$ cat config.mk
export PLATFORM = sky130hd
export DESIGN_NAME = tag_rob
export DESIGN_NICKNAME = d
export VERILOG_FILES = /design/src/rtl/tag_rob.sv
export SDC_FILE = /design/constraint.sdc
export NUM_CORES = 1
export LEC_CHECK = 0
export CELL_PAD_IN_SITES_DETAIL_PLACEMENT = 1
export CELL_PAD_IN_SITES_GLOBAL_PLACEMENT = 1
export CORE_UTILIZATION = 25
export DETAILED_ROUTE_END_ITERATION = 10
export PLACE_DENSITY_LB_ADDON = 0.3
export SYNTH_ARGS = -nofsm -noshare
export SYNTH_HDL_FRONTEND = slang
export SYNTH_SLANG_ARGS = --single-unit
$ cat constraint.sdc
create_clock -name clk -period 5.4 [get_ports clk]
set_input_delay 0.54 -clock clk [delete_from_list [all_inputs] [get_ports clk]]
set_output_delay 0.54 -clock clk [all_outputs]
set_load 0.02 [all_outputs]
$ cat src/rtl/tag_rob.sv
module tag_rob #(
  parameter int TAG_W  = 3,
  parameter int DATA_W = 16,
  parameter int OP_W   = 4,
  parameter int REG_W  = 5
) (
  input  logic              clk,
  input  logic              rst_n,
  input  logic              iss_valid,
  input  logic [OP_W-1:0]   iss_op,
  input  logic [REG_W-1:0]  iss_dest,
  input  logic              iss_s1_rdy,
  input  logic [DATA_W-1:0] iss_s1,
  input  logic              iss_s2_rdy,
  input  logic [DATA_W-1:0] iss_s2,
  output logic              iss_ready,
  output logic [TAG_W-1:0]  iss_tag,
  output logic              ex_valid,
  input  logic              ex_ready,
  output logic [TAG_W-1:0]  ex_tag,
  output logic [OP_W-1:0]   ex_op,
  output logic [DATA_W-1:0] ex_a,
  output logic [DATA_W-1:0] ex_b,
  input  logic              wb_valid,
  input  logic [TAG_W-1:0]  wb_tag,
  input  logic [DATA_W-1:0] wb_data,
  output logic              cm_valid,
  output logic [TAG_W-1:0]  cm_tag,
  output logic [REG_W-1:0]  cm_dest,
  output logic [DATA_W-1:0] cm_data
);
  localparam int DEPTH = 1 << TAG_W;

  logic [DEPTH-1:0]  use_q, exec_q, pd_q, s1p_q, s2p_q;
  logic [OP_W-1:0]   op_q  [DEPTH];
  logic [REG_W-1:0]  dst_q [DEPTH];
  logic [DATA_W-1:0] s1_q  [DEPTH];
  logic [DATA_W-1:0] s2_q  [DEPTH];
  logic [DATA_W-1:0] dat_q [DEPTH];
  logic [TAG_W:0]    hd_q, tl_q;

  logic [TAG_W-1:0] hd, tl, sel, k;
  logic             found;

  assign hd = hd_q[TAG_W-1:0];
  assign tl = tl_q[TAG_W-1:0];

  wire full   = (hd == tl) && (hd_q[TAG_W] != tl_q[TAG_W]);
  wire do_iss = iss_valid && !full;
  wire hit1   = !iss_s1_rdy && wb_valid && (iss_s1[TAG_W-1:0] == wb_tag);
  wire hit2   = !iss_s2_rdy && wb_valid && (iss_s2[TAG_W-1:0] == wb_tag);

  assign iss_ready = !full;
  assign iss_tag   = tl;

  always_comb begin
    found = 1'b0;
    sel   = '0;
    k     = '0;
    for (int i = 0; i < DEPTH; i++) begin
      k = hd + TAG_W'(i);
      if (!found && use_q[k] && !exec_q[k] && s1p_q[k] && s2p_q[k]) begin
        found = 1'b1;
        sel   = k;
      end
    end
  end

  assign ex_valid = found;
  assign ex_tag   = sel;
  assign ex_op    = op_q[sel];
  assign ex_a     = s1_q[sel];
  assign ex_b     = s2_q[sel];

  wire do_disp = found && ex_ready;

  assign cm_valid = use_q[hd] && pd_q[hd];
  assign cm_tag   = hd;
  assign cm_dest  = dst_q[hd];
  assign cm_data  = dat_q[hd];

  always_ff @(posedge clk or negedge rst_n) begin
    if (!rst_n) begin
      use_q  <= '0;
      exec_q <= '0;
      pd_q   <= '0;
      s1p_q  <= '0;
      s2p_q  <= '0;
      hd_q   <= '0;
      tl_q   <= '0;
    end else begin
      for (int i = 0; i < DEPTH; i++) begin
        if (wb_valid && use_q[i]) begin
          if (TAG_W'(i) == wb_tag && !pd_q[i]) begin
            dat_q[i] <= wb_data;
            pd_q[i]  <= 1'b1;
          end
          if (!s1p_q[i] && s1_q[i][TAG_W-1:0] == wb_tag) begin
            s1_q[i]  <= wb_data;
            s1p_q[i] <= 1'b1;
          end
          if (!s2p_q[i] && s2_q[i][TAG_W-1:0] == wb_tag) begin
            s2_q[i]  <= wb_data;
            s2p_q[i] <= 1'b1;
          end
        end
      end
      if (do_disp) exec_q[sel] <= 1'b1;
      if (cm_valid) begin
        use_q[hd] <= 1'b0;
        hd_q      <= hd_q + 1'b1;
      end
      if (do_iss) begin
        use_q[tl]  <= 1'b1;
        exec_q[tl] <= 1'b0;
        pd_q[tl]   <= 1'b0;
        op_q[tl]   <= iss_op;
        dst_q[tl]  <= iss_dest;
        s1p_q[tl]  <= iss_s1_rdy || hit1;
        s2p_q[tl]  <= iss_s2_rdy || hit2;
        s1_q[tl]   <= hit1 ? wb_data : iss_s1;
        s2_q[tl]   <= hit2 ? wb_data : iss_s2;
        tl_q       <= tl_q + 1'b1;
      end
    end
  end
endmodule

# Yosys cells after proc, flatten, opt, wreduce, memory -nomap -nowiden
# Memories as Yosys holds them, arrays and structs flattened.
# Cells that the tools add are included.
# word_totals
regBits,48
latch_bits,0
ramBits,456
mem_bits_ro,0
inputBits,67
out_inout_bits,69
elab_cells,461
memories,5
# op_classes
n_addsub,9
n_mul,0
n_div,0
order_cmp,13
eq_ne,27
shift,0
n_mux,242
bitwise_logic,7
n_reduce_logical,151
# mem_list
memory,depth,word_bits,rd,rd_clocked_by_memory_dff,write_ports,line,text
dat_q,8,16,1,0,1,39,logic [DATA_W-1:0] dat_q [DEPTH];
s1_q,8,16,9,0,9,37,logic [DATA_W-1:0] s1_q [DEPTH];
s2_q,8,16,9,0,9,38,logic [DATA_W-1:0] s2_q [DEPTH];
dst_q,8,5,1,0,1,36,logic [REG_W-1:0] dst_q [DEPTH];
op_q,8,4,1,0,1,35,logic [OP_W-1:0] op_q [DEPTH];
# ops
op,count
$mux W1,173
$mux W16,9
$reduce_or A16 Y1,7
$bmux W1 S3,33
$logic_and A1 B1 Y1,99
$eq A3 B3 Y1,19
$mux W8,7
$mux W3,15
$logic_not A1 Y1,42
$lt A3 B4 Y1 const B,10
$and A8 B8 Y8,3
$bwmux W8,2
$not A8 Y8,2
$or A8 B8 Y8,2
$add A3 B3 Y3 const B,4
$eq A3 B3 Y1 const A,4
$demux W1 S3,3
$ge A3 B1 Y1 const B,3
$add A4 B1 Y4 const B,2
$add A3 B2 Y3 const B,2
$eq A2 B3 Y1 const A,2
$add A3 B1 Y3 const B,1
$eq A1 B3 Y1 const A,1
$logic_not A3 Y1,1
2 further kinds,3

# Logic depth before layout (Yosys ltp)
# Gate-level depths: netlist of the first run.
# depth
word_depth,57
ltp_mapped,16
mapped_depth_nobuf,12

# Least setup slack after synthesis of the first run
# No wires, ideal clock.
# synth_timing
kind,register -> output
start,reg hd_q[1]
end,out ex_a[7]
arrival_ns,3.714
required_time_ns,4.860
path_slack_ns,1.146
path_stages_with_launch,16
n_path_buf,3
path_cell_list,dfrtp_1 > inv_1 > ha_1 > clkinv_2 > mux2i_1 > mux4_2 > o32a_1 > a211oi_4 > nand4_1 > a31oi_1 > buf_4 > buf_12 > buf_12 > mux2i_1 > mux2i_1 > mux2_2
# synth_via
elab_chain_len,50
elab_cells_between_ends,133
classes_between,add/sub (7); mux (79); reduce/logical (46); memory (1)
# synth_rtl
element,line,text
from (decl),40,"logic [TAG_W:0] hd_q, tl_q;"
from (signal assigned),111,hd_q <= hd_q + 1'b1;
$bmux W1 S3,62,if (!found && use_q[k] && !exec_q[k] && s1p_q[k] && s2p_q[k]) begin
$mux W1 (not written as such),62,
$logic_not A1 Y1,62,
$logic_and A1 B1 Y1 (3 in a row),62,
$mux W1,62,
$logic_not A1 Y1,62,
$logic_and A1 B1 Y1 (4 in a row),62,
$mux W1,62,
[24 not listed],--,
$logic_not A1 Y1,62,
$logic_and A1 B1 Y1 (4 in a row),62,
$mux W1,62,
$logic_not A1 Y1,62,
$logic_and A1 B1 Y1 (4 in a row),62,
$mux W3 (*),62,
via ex_tag[0],20,"output logic [TAG_W-1:0] ex_tag,"
$mem_v2 Z8 W16 (*),--,
to (decl),22,"output logic [DATA_W-1:0] ex_a,"
# The timed path passes the listed nets; every way through them passes the cells marked *. The select of a mux whose other input is x is not followed.

# Final worst setup path of the first run
# layout_timing
start,reg hd_q[0]
end,out ex_a[2]
# layout_via
elab_cells_between_ends,133
classes_between,add/sub (7); mux (79); reduce/logical (46); memory (1)
# layout_rtl
element,line,text
$add A3 B3 Y3 (*),61,k = hd + TAG_W'(i);
via k[0],42,"logic [TAG_W-1:0] hd, tl, sel, k;"
$bmux W1 S3,62,
$mux W1 (not written as such),62,
$logic_and A1 B1 Y1 / $logic_not A1 Y1 (equally long branches),62,
$logic_and A1 B1 Y1 (3 in a row),62,
$mux W3 (*),62,
$mem_v2 Z8 W16 (*),--,
# Marks and branches as above.

==> qor.yml, run 1 <==
clock_network:
  worstSkewPairLatency_ns: 0.63
  root_buffer: "clkbuf_16"
  cts_tree: "yes"
  cts_htree_levels: 2
  path_clk_slew_ns: 0.06
  cts_buffer_depth: 3
  cts.sinks: 504
  numCtsBuffers: 58
route:
  via_per_inst: 4.622
  antenna_left: 0
  drtIter0Drc: 901
  drtPass1Iterations: 5
  vias: 15120
  drc: 0
  routed_wirelength_mm: 79.06
  wl_per_cell_um: 24.18
min_path:
  hold_class: "in -> async"
timing:
  slew_violations: 0
  worstMarginPinSlew_ns: 1.152
  hold_viol: 0
  finClkSkew_ns: 0.02976
  fin_crit_sh_pct: 97.24
  slew_headroom_pct: 22.94
  finalSetupViolCount: 0
  fin_hold_ws_ns: 0.4684
  timing.final.ws_setup_ns: 0.1488
  grt_setup_unrepaired: "yes"
  fmax_mhz: 190.4
  tns_ns: 0
  fin_crit_ns: 5.251
floorplan:
  die_x_um: 320.7
  die_area_um2: 102900
  start_util_pct: 25.28
  die_h_um: 320.7
  rows: 116
  fp.coreArea_um2: 100400
  io_pins: 136
cells_and_area:
  finish.utilization_pct: 30.57
  multiInputGateArea_um2: 9644
  syn2layout_area_growth_pct: 20.89
  seq_area_um2: 14900
  fin_nets: 1940
  drive_above_1_share_pct: 32.01
  nFillCells: 10630
setup_path:
  cp.buffers_inverters: 7
  cp_cell_sequence: "inv_6 > ha_4 > inv_8 > mux2i_2 > mux4_2 > o32a_1 > a211oi_4 > nand4_1 > a31oi_4 > buf_12 > buf_4 > buf_16 > buf_6 > mux2i_1 > mux2i_1 > mux2_4 > buf_4"
  crit_family: "multiplexers"
  slowest_stage: "mux4_2"
  crit_path_max_incr_delay_ns: 0.49
  cp.arrival_ns: 4.71
  cp-end-kind: "output port"
  crit_type: "reg -> out"
  crit_fanout: 7
  critPathLaunchType: "register"
  required_ns: 4.86
place:
  place_hpwl_mm: 49.88
  place_ws_ns: 0.02184
  place_congestion: 0.8220
  io_buffers: 135
grt:
  grt_pass1_vias: 16440
  antenna_found_initial: 4
  use_met1_pct: 19.92
  gr-max-usage-layer: "met2"
  grt_usage_pct: 15.17
  grt_use_met3_pct: 2.103
  grt_pass1_wl_mm: 114.5
  grt_overflow: 0
  grt_util_met2_pct: 26.09
  grt_max_degree: 54
synthesis:
  synth-seq-cells: 504
  ys.flop_type: "edfxtp_1"
  synth_area_um2: 25390
  ys_warn_count: 0
  synthesis.nets: 1750
  syn_area_per_cell_um2: 15.15
  async_flop_share_pct: 9.524
  yosysSeqAreaShare_pct: 58.65
  synth_edf_count: 456
  synth_cell_types: 79
  syn_inst: 1676
flow_run:
  cap_violations: 0
status:
  outcome: "complete, no violations"
-- worst paths after layout --
path | start | endpoint | slack (ns) | cells after the start
max in group asynchronous | rst_n | tl_q[2] | 3.98 | 3
worst max-delay path | hd_q[0] | ex_a[2] | 0.15 | 17
worst max register to register | hd_q[0] | exec_q[4] | 1.40 | 17
worst min register to register | tl_q[3] | tl_q[3] | 0.49 | 1
min in group clk | tl_q[3] | tl_q[3] | 0.49 | 1
worst min-delay path | rst_n | hd_q[2] | 0.47 | 2
-- cell usage after synthesis (all sizes together), types with 2 or more instances --
master	count	area [µm²]
o31ai	2	15.01
xnor2	19	166.4
clkbuf	73	280.3
a21o	9	67.56
nor3	21	105.1
and3b	3	26.28
or2	2	12.52
ha	7	87.58
a22oi	2	20.02
nor3b	6	45.04
nand2b	11	68.82
edfxtp	456	13690
nor4	21	137.6
o211a	2	20.02
nor2	35	131.4
xor2	47	411.6
nor4b	2	17.52
nand4b	9	78.83
nand3	6	30.03
a211oi	2	32.53
o211ai	2	15.01
nand2	111	421.7
buf	46	530.5
o21a	13	97.59
a31oi	7	43.79
a21boi	3	22.52
mux4	52	1171
inv	21	86.34
o2111ai	2	23.77
nand4	7	43.79
mux2i	224	2246
clkinv	2	8.750
and2	14	87.59
o21ai	20	100.1
a21oi	26	130.1
nor2b	10	62.56
and3	11	68.82
dfrtp	48	1201
mux2	292	3288
bufbuf	5	93.84
o22ai	7	43.79
-- sequential cells by signal (all words and copies together), names as in the netlist, 8 cells and up --
register,cells
s2p_q,8
pd_q,8
dst_q,40
exec_q,8
op_q,32
dat_q,128
s1p_q,8
use_q,8
s1_q,128
s2_q,128
-- cell type report --
cell class,instances,area share [%]
repair buffers,254,8.119
inverters,23,0.3301
diodes,1,0.008151
clock buffers,73,5.013
well taps,1357,5.531
clock inverters,33,1.047
flip-flops and latches,504,48.54
multi-input cells,1025,31.42
-- cells in the final DEF (no fill, tap or decap), types with 10 or more instances in the layout --
cell type / count
edfxtp_1: 456
nor3_1: 20
clkinv_2: 15
mux4_2: 52
mux2i_1: 216
clkdlybuf4s50_1: 98
o21a_1: 13
and2_1: 11
a21oi_1: 26
nor2b_1: 10
buf_4: 96
inv_1: 17
nand2_1: 109
and3_1: 11
xnor2_1: 19
clkbuf_16: 62
clkbuf_2: 16
nor4_1: 20
o21ai_0: 18
nand2b_1: 11
clkinv_1: 10
dfrtp_1: 45
xor2_1: 47
mux2_2: 290
nor2_1: 35
clkbuf_1: 13
-- cells by family after synthesis --
logic type	Yosys count	share of synthesized area, %
buf+inv	147	3.937
flops	504	58.65
compound gates	110	2.961
fa+ha+maj	7	0.3449
mux	568	26.40
simple gates	274	5.425
xor+xnor	66	2.276
-- repair_timing --
action	in CTS	in global routing
hold endpoints to repair	15	0
hold buffers	1	0
setup buffers	14	17
gates resized for setup	66	61
cloned	5	3
pin swaps	5	5
endpoints found under the setup margin	38	32
-- metal layers --
layer / share of wire, % / up-vias
met3: 3.4 / 106
met5: 0.039 / -
met4: 2.2 / 4
met1: 45 / 7902
met2: 49 / 276
li1: - / 6827
-- through the flow --
stage                     area (µm²)  std cells
after global placement         28290       3123
final                          30700       3270
after floorplan                25390       1676
after global routing           30700       3269
after CTS                      30500       3249
after detailed placement       28290       3123
Power of run 1 is not shown: default switching activity piles up to over one toggle a cycle in this logic, so the estimate is an artifact.
==> run 2, diff against run 1 <==
--- a/config.mk
+++ b/config.mk
@@ -5,8 +5,7 @@
 export SDC_FILE = /design/constraint.sdc
 export NUM_CORES = 1
 export LEC_CHECK = 0
-export CELL_PAD_IN_SITES_DETAIL_PLACEMENT = 1
-export CELL_PAD_IN_SITES_GLOBAL_PLACEMENT = 1
+export CORE_MARGIN = 2
 export CORE_UTILIZATION = 25
 export DETAILED_ROUTE_END_ITERATION = 10
 export PLACE_DENSITY_LB_ADDON = 0.3
==> run 2 against run 1 <==
Clock-buffer cell count decreased by 8. Via count decreased by 0.26%. Register-to-register slack got worse by 0.04 ns. Critical path type unchanged. Largest cell class unchanged.
==> qor.yml, run 2 (synthesized netlist as in run 1, its figures left out) <==
status:
  outcome: "complete, no violations"  # unchanged
grt:
  gr-max-usage-layer: "met2"  # unchanged
  grt_use_met3_pct: 2.637  # was 2.103%
  grt_pass1_wl_mm: 110.2  # was 114.5 mm
  grt_util_met2_pct: 24.69  # was 26.09%
  grt_overflow: 0  # unchanged
  use_met1_pct: 18.55  # was 19.92%
  grt_pass1_vias: 15810  # was 16440
  grt_max_degree: 49  # was 54
  grt_usage_pct: 14.37  # was 15.17%
  antenna_found_initial: 7  # was 4
setup_path:
  cp.buffers_inverters: 7  # unchanged
  required_ns: 4.86  # about the same
  cp.depth: 17  # unchanged
  crit_fanout: 10  # was 7
  cp_cell_sequence: "inv_6 > ha_1 > inv_4 > mux2i_1 > mux4_2 > o32a_1 > a211oi_4 > nand4_1 > a31oi_4 > buf_12 > buf_4 > buf_4 > buf_16 > mux2i_2 > mux2i_1 > mux2_2 > dlygate4sd2_1"  # was inv_6 > ha_4 > inv_8 > mux2i_2 > mux4_2 > o32a_1 > a211oi_4 > nand4_1 > a31oi_4 > buf_12 > buf_4 > buf_16 > buf_6 > mux2i_1 > mux2i_1 > mux2_4 > buf_4
  crit_family: "multiplexers"  # unchanged
  cp.arrival_ns: 4.75  # was 4.71 ns
  critPathLaunchType: "register"  # unchanged
  crit_type: "reg -> out"  # unchanged
  crit_path_max_incr_delay_ns: 0.51  # was 0.49 ns
  slowest_stage: "mux4_2"  # unchanged
  cp-end-kind: "output port"  # unchanged
  rr_worst_depth: 16  # was 17
floorplan:
  rows: 116  # unchanged
  die_x_um: 322.7  # was 320.7 µm
  start_util_pct: 25.28  # unchanged
  io_pins: 136  # unchanged
  die_h_um: 322.7  # was 320.7 µm
  die_area_um2: 104100  # was 102900 µm²
  fp.coreArea_um2: 100400  # unchanged
place:
  io_buffers: 135  # unchanged
  place_congestion: 0.9075  # was 0.8220
  place_hpwl_mm: 48.32  # was 49.88 mm
  dpl.cell_count: 3118  # was 3123
timing:
  worstMarginPinSlew_ns: 1.180  # was 1.152 ns
  fin_crit_sh_pct: 97.94  # was 97.24%
  grt_setup_unrepaired: "yes"  # unchanged
  hold_viol: 0  # unchanged
  finalSetupViolCount: 0  # unchanged
  fin_hold_ws_ns: 0.4599  # was 0.4684 ns
  slew_violations: 0  # unchanged
  fin_crit_ns: 5.289  # was 5.251 ns
  finClkSkew_ns: 0.03815  # was 0.02976 ns
  fmax_mhz: 189.1  # was 190.4 MHz
  slew_headroom_pct: 21.32  # was 22.94%
clock_network:
  cts_tree: "yes"  # unchanged
  root_buffer: "clkbuf_16"  # unchanged
  cts.sinks: 504  # unchanged
  path_clk_slew_ns: 0.07  # was 0.06 ns
  cts_buffer_depth: 3  # unchanged
  numCtsBuffers: 53  # was 58
  worstSkewPairLatency_ns: 0.62  # was 0.63 ns
  cts_htree_levels: 2  # unchanged
cells_and_area:
  drive_above_1_share_pct: 30.14  # was 32.01%
  nFillCells: 10120  # was 10630
  fin_nets: 1913  # was 1940
  final_cell_mix: "456 x edfxtp_1, 291 x mux2_2, 218 x mux2i_1, 109 x nand2_1, 98 x clkdlybuf4s50_1"  # was 456 x edfxtp_1, 290 x mux2_2, 216 x mux2i_1, 109 x nand2_1, 98 x clkdlybuf4s50_1
  final_common_cell: "edfxtp_1"  # unchanged
  layout.cells.non_filler: 3239  # was 3270
  syn2layout_area_growth_pct: 19.36  # was 20.89%
  top_regs: "dat_q x128, s1_q x128, s2_q x128"  # unchanged
route:
  via_per_inst: 4.655  # was 4.622
  routed_wirelength_mm: 75.38  # was 79.06 mm
  drtPass1Iterations: 5  # unchanged
  wl_per_cell_um: 23.27  # was 24.18 µm
  antenna_left: 0  # unchanged
  vias: 15080  # was 15120
  drtIter0Drc: 1100  # was 901
  drc: 0  # unchanged
flow_run:
  cap_violations: 0  # unchanged
min_path:
  hold_class: "in -> async"  # unchanged
-- run 2: repair_timing --
item,4_1_cts,5_1_grt
hold endpoints to repair,20,0
cloned,3,0
endpoints found under the setup margin,37,37
buffers inserted,15,4
resized for setup,61,33
hold buffers,1,0
pin swaps,5,4
-- run 2: path summary, 6_finish.rpt --
check | start | endpoint | slack, ns
worst max-delay path | hd_q[0] | ex_b[6] | 0.11
worst min-delay path | rst_n | hd_q[1] | 0.46
worst max register to register | hd_q[0] | exec_q[6] | 1.36
worst min register to register | hd_q[3] | hd_q[3] | 0.49
max in group asynchronous | rst_n | exec_q[0] | 4.22
min in group clk | hd_q[3] | hd_q[3] | 0.49
-- run 2: routing by layer --
metal,routed length (µm),up-vias,share of wire (%)
met5,46,-,0.061
met4,1679,8,2.2
met3,3698,113,4.9
met2,37330,375,50
met1,32630,7838,43
li1,-,6742,-
-- run 2: cell type report --
cell class                      instances  area (µm²)  area share [%]
Antenna cell                            1       2.502        0.008256
Clock buffer                           65        1371           4.524
Clock inverter                         32       371.6           1.226
Inverter                               23       96.34          0.3179
Multi-Input combinational cell       1025        9583           31.62
Sequential cell                       504       14900           49.16
Tap cell                             1357        1698           5.602
Timing Repair Buffer                  232        2287           7.546
-- run 2: stage by stage --
step | setup WS, ns | cell area (µm²) | setup TNS, ns | utilization, %
after global placement | 0.2414 | 28300 | 0 | 28.17
after global routing | -0.1337 | 30310 | -0.3460 | 30.18
after detailed placement | 0.2351 | 28300 | 0 | 28.17
after floorplan | 1.146 | 25390 | 0 | -
after CTS | -0.009197 | 30300 | -0.009197 | 30.17
final | 0.1113 | 30310 | 0 | 30.18
Power of run 2 is left out for the same reason.
==> run 3, diff against run 2 <==
--- a/config.mk
+++ b/config.mk
@@ -5,7 +5,9 @@
 export SDC_FILE = /design/constraint.sdc
 export NUM_CORES = 1
 export LEC_CHECK = 0
-export CORE_MARGIN = 2
+export ABC_AREA = 1
+export CELL_PAD_IN_SITES_DETAIL_PLACEMENT = 1
+export CELL_PAD_IN_SITES_GLOBAL_PLACEMENT = 1
 export CORE_UTILIZATION = 25
 export DETAILED_ROUTE_END_ITERATION = 10
 export PLACE_DENSITY_LB_ADDON = 0.3
==> run 3 against run 2 <==
Worst setup slack better by 0.13 ns. Critical endpoint is now ex_a[13]. Highest routed layer unchanged. Die area up 1.0%. Clock-buffer cell count increased by 9. Non-clock buffer count up 15.
==> qor.yml, run 3 <==
setup_path:
  crit_fanout: 38  # was 10
  crit_type: "reg -> out"  # unchanged
  cp-end-kind: "output port"  # unchanged
  timing.rr.start: "hd_q[0]"  # unchanged
  crit_start: "hd_q[0]"  # unchanged
  critPathLaunchType: "register"  # unchanged
  required_ns: 4.86  # about the same
  cp.arrival_ns: 4.62  # was 4.75 ns
cells_and_area:
  nFillCells: 11800  # was 10120
  drive_above_1_share_pct: 8.694  # was 30.14%
  top_regs: "dat_q x128, s1_q x128, s2_q x128"  # unchanged
  fin_nets: 3122  # was 1913
  final_cell_mix: "784 x nand2_1, 456 x edfxtp_1, 368 x o21ai_0, 356 x nor2_1, 208 x inv_1"  # was 456 x edfxtp_1, 291 x mux2_2, 218 x mux2i_1, 109 x nand2_1, 98 x clkdlybuf4s50_1
  final_common_cell: "nand2_1"  # was edfxtp_1
  syn2layout_area_growth_pct: 20.34  # was 19.36%
  layout.cells.non_filler: 4463  # was 3239
synthesis:
  post-synth-top-count-cell: "nand2_1"  # was edfxtp_1
  synth_area_leaders: "edfxtp_1 53%, nand2_1 11%, o21ai_0 7.1%"  # was edfxtp_1 54%, mux2_2 13%, mux2i_1 8.8%
  ys_warn_count: 0  # unchanged
  synth_edf_count: 456  # unchanged
  yosysSeqAreaShare_pct: 57.34  # was 58.65%
  synthesis.nets: 3007  # was 1750
  synth_cell_types: 46  # was 79
  syn_area_per_cell_um2: 8.856  # was 15.15 µm²
  syn_inst: 2933  # was 1676
  synth-seq-cells: 504  # unchanged
  synth_top_cell_by_area: "edfxtp_1"  # unchanged
  ys.flop_type: "edfxtp_1"  # unchanged
  netlist_top_cells_count: "785 x nand2_1, 456 x edfxtp_1, 368 x o21ai_0"  # was 456 x edfxtp_1, 292 x mux2_2, 223 x mux2i_1
  async_flop_share_pct: 9.524  # unchanged
  synth_top_area_share_pct: 52.72  # was 53.92%
  synth_area_um2: 25970  # was 25390 µm²
timing:
  slew_headroom_pct: 21.82  # was 21.32%
  worstMarginPinSlew_ns: 1.168  # was 1.180 ns
  fmax_mhz: 193.9  # was 189.1 MHz
  finalSetupViolCount: 0  # unchanged
  fin_crit_sh_pct: 95.49  # was 97.94%
  slew_violations: 0  # unchanged
  finClkSkew_ns: 0.02290  # was 0.03815 ns
  hold_viol: 0  # unchanged
  fin_crit_ns: 5.157  # was 5.289 ns
route:
  drtPass1Iterations: 5  # unchanged
  wl_per_cell_um: 23.36  # was 23.27 µm
  vias: 21610  # was 15080
  drc: 0  # unchanged
  routed_wirelength_mm: 104.3  # was 75.38 mm
  via_per_inst: 4.841  # was 4.655
  drtIter0Drc: 1829  # was 1100
  antenna_left: 0  # unchanged
floorplan:
  die_h_um: 324.3  # was 322.7 µm
  io_pins: 136  # unchanged
  die_x_um: 324.3  # was 322.7 µm
  die_area_um2: 105200  # was 104100 µm²
  fp.coreArea_um2: 102300  # was 100400 µm²
  start_util_pct: 25.38  # was 25.28%
  rows: 117  # was 116
place:
  dpl.cell_count: 4348  # was 3118
  place_congestion: 0.8431  # was 0.9075
  place_hpwl_mm: 67.61  # was 48.32 mm
  io_buffers: 135  # unchanged
clock_network:
  path_clk_slew_ns: 0.07  # about the same
  numCtsBuffers: 56  # was 53
  root_buffer: "clkbuf_16"  # unchanged
  worstSkewPairLatency_ns: 0.63  # was 0.62 ns
  hold_buffers: 0  # was 1
  cts_htree_levels: 2  # unchanged
  cts_buffer_depth: 3  # unchanged
  cts_tree: "yes"  # unchanged
  cts.sinks: 504  # unchanged
flow_run:
  cap_violations: 0  # unchanged
grt:
  grt_pass1_wl_mm: 149.9  # was 110.2 mm
  antenna_found_initial: 3  # was 7
  grt_usage_pct: 19.26  # was 14.37%
  grt_overflow: 0  # unchanged
  grt_max_degree: 91  # was 49
  grt_pass1_vias: 21720  # was 15810
min_path:
  hold_class: "in -> async"  # unchanged
status:
  outcome: "complete, no violations"  # unchanged
## run 3: metrics by stage
stage | cell area, µm² | setup TNS, ns | worst slack, ns | hold WS (ns) | utilization [%]
CTS | 31030 | -0.004933 | -0.004933 | 0.08538 | 30.33
floorplan | 25970 | 0 | 0.8334 | 0.2444 | -
global placement | 29250 | 0 | 0.4862 | 0.4866 | 28.58
finish | 31260 | 0 | 0.2434 | 0.07257 | 30.55
detailed placement | 29250 | 0 | 0.4472 | 0.4806 | 28.58
global route | 31260 | -0.01402 | -0.007081 | 0.1187 | 30.55
## run 3: cell type report
class	instances	area [µm²]	share of cell area, %
Timing Repair Buffer	247	2474	7.913
Clock inverter	30	224.0	0.7165
Antenna cell	1	2.502	0.008005
Tap cell	1368	1712	5.476
Inverter	240	903.4	2.890
Multi-Input combinational cell	1999	9533	30.50
Clock buffer	74	1511	4.835
Sequential cell	504	14900	47.66
## run 3: kinds of logic after synthesis
| group | synth area share [%] |
|---|---|
| adder cells (fa/ha/maj) | 0.3372 |
| buffers and inverters | 7.052 |
| flip-flops | 57.34 |
| XOR/XNOR | 0.7756 |
| AND/OR/NAND/NOR | 22.81 |
| AO/OA/AOI/OAI | 10.56 |
| multiplexers | 1.118 |
## run 3: what timing repair did
action | in CTS | in global routing
gates cloned | 0 | 3
pin swaps | 1 | 2
setup buffers | 2 | 5
endpoints found under the setup margin | 34 | 36
gates resized for setup | 8 | 29
hold endpoints to repair | 0 | 0
## run 3: per-layer routing
metal / vias up / GRT usage, % / wire length, µm
li1: 10100 / - / -
met1: 10690 / 25.49 / 45310
met2: 642 / 30.63 / 47720
met3: 167 / 3.652 / 6696
met4: 4 / 8.181 / 4515
met5: - / 0 / 23
## run 3: critical path, stage by stage (launching register included)
cell	delay, ns
dfrtp_4	0.53
inv_4	0.08
ha_1	0.24
buf_4	0.22
nand3_1	0.10
nand2_1	0.05
nor2_1	0.14
nand3_1	0.11
nand2_2	0.13
inv_2	0.08
nand4_1	0.07
nand2_1	0.07
nor2_2	0.16
nand2_1	0.07
nor2_1	0.20
nand3_4	0.20
buf_12	0.20
clkbuf_16	0.23
nand2_1	0.10
nand2_1	0.05
nor2_1	0.20
nor2_1	0.07
nand2_1	0.06
clkdlybuf4s50_1	0.59
## run 3: worst paths after layout
check | to | slack (ns) | depth (start not counted)
min in group clk | hd_q[3] | 0.50 | 1
worst max register to register | s2_q[1][9] | 1.17 | 14
worst max-delay path | ex_a[13] | 0.24 | 23
worst min register to register | hd_q[3] | 0.50 | 1
max in group asynchronous | hd_q[0] | 4.77 | 2
worst min-delay path | pd_q[2] | 0.07 | 2
Power of run 3 is left out for the same reason.
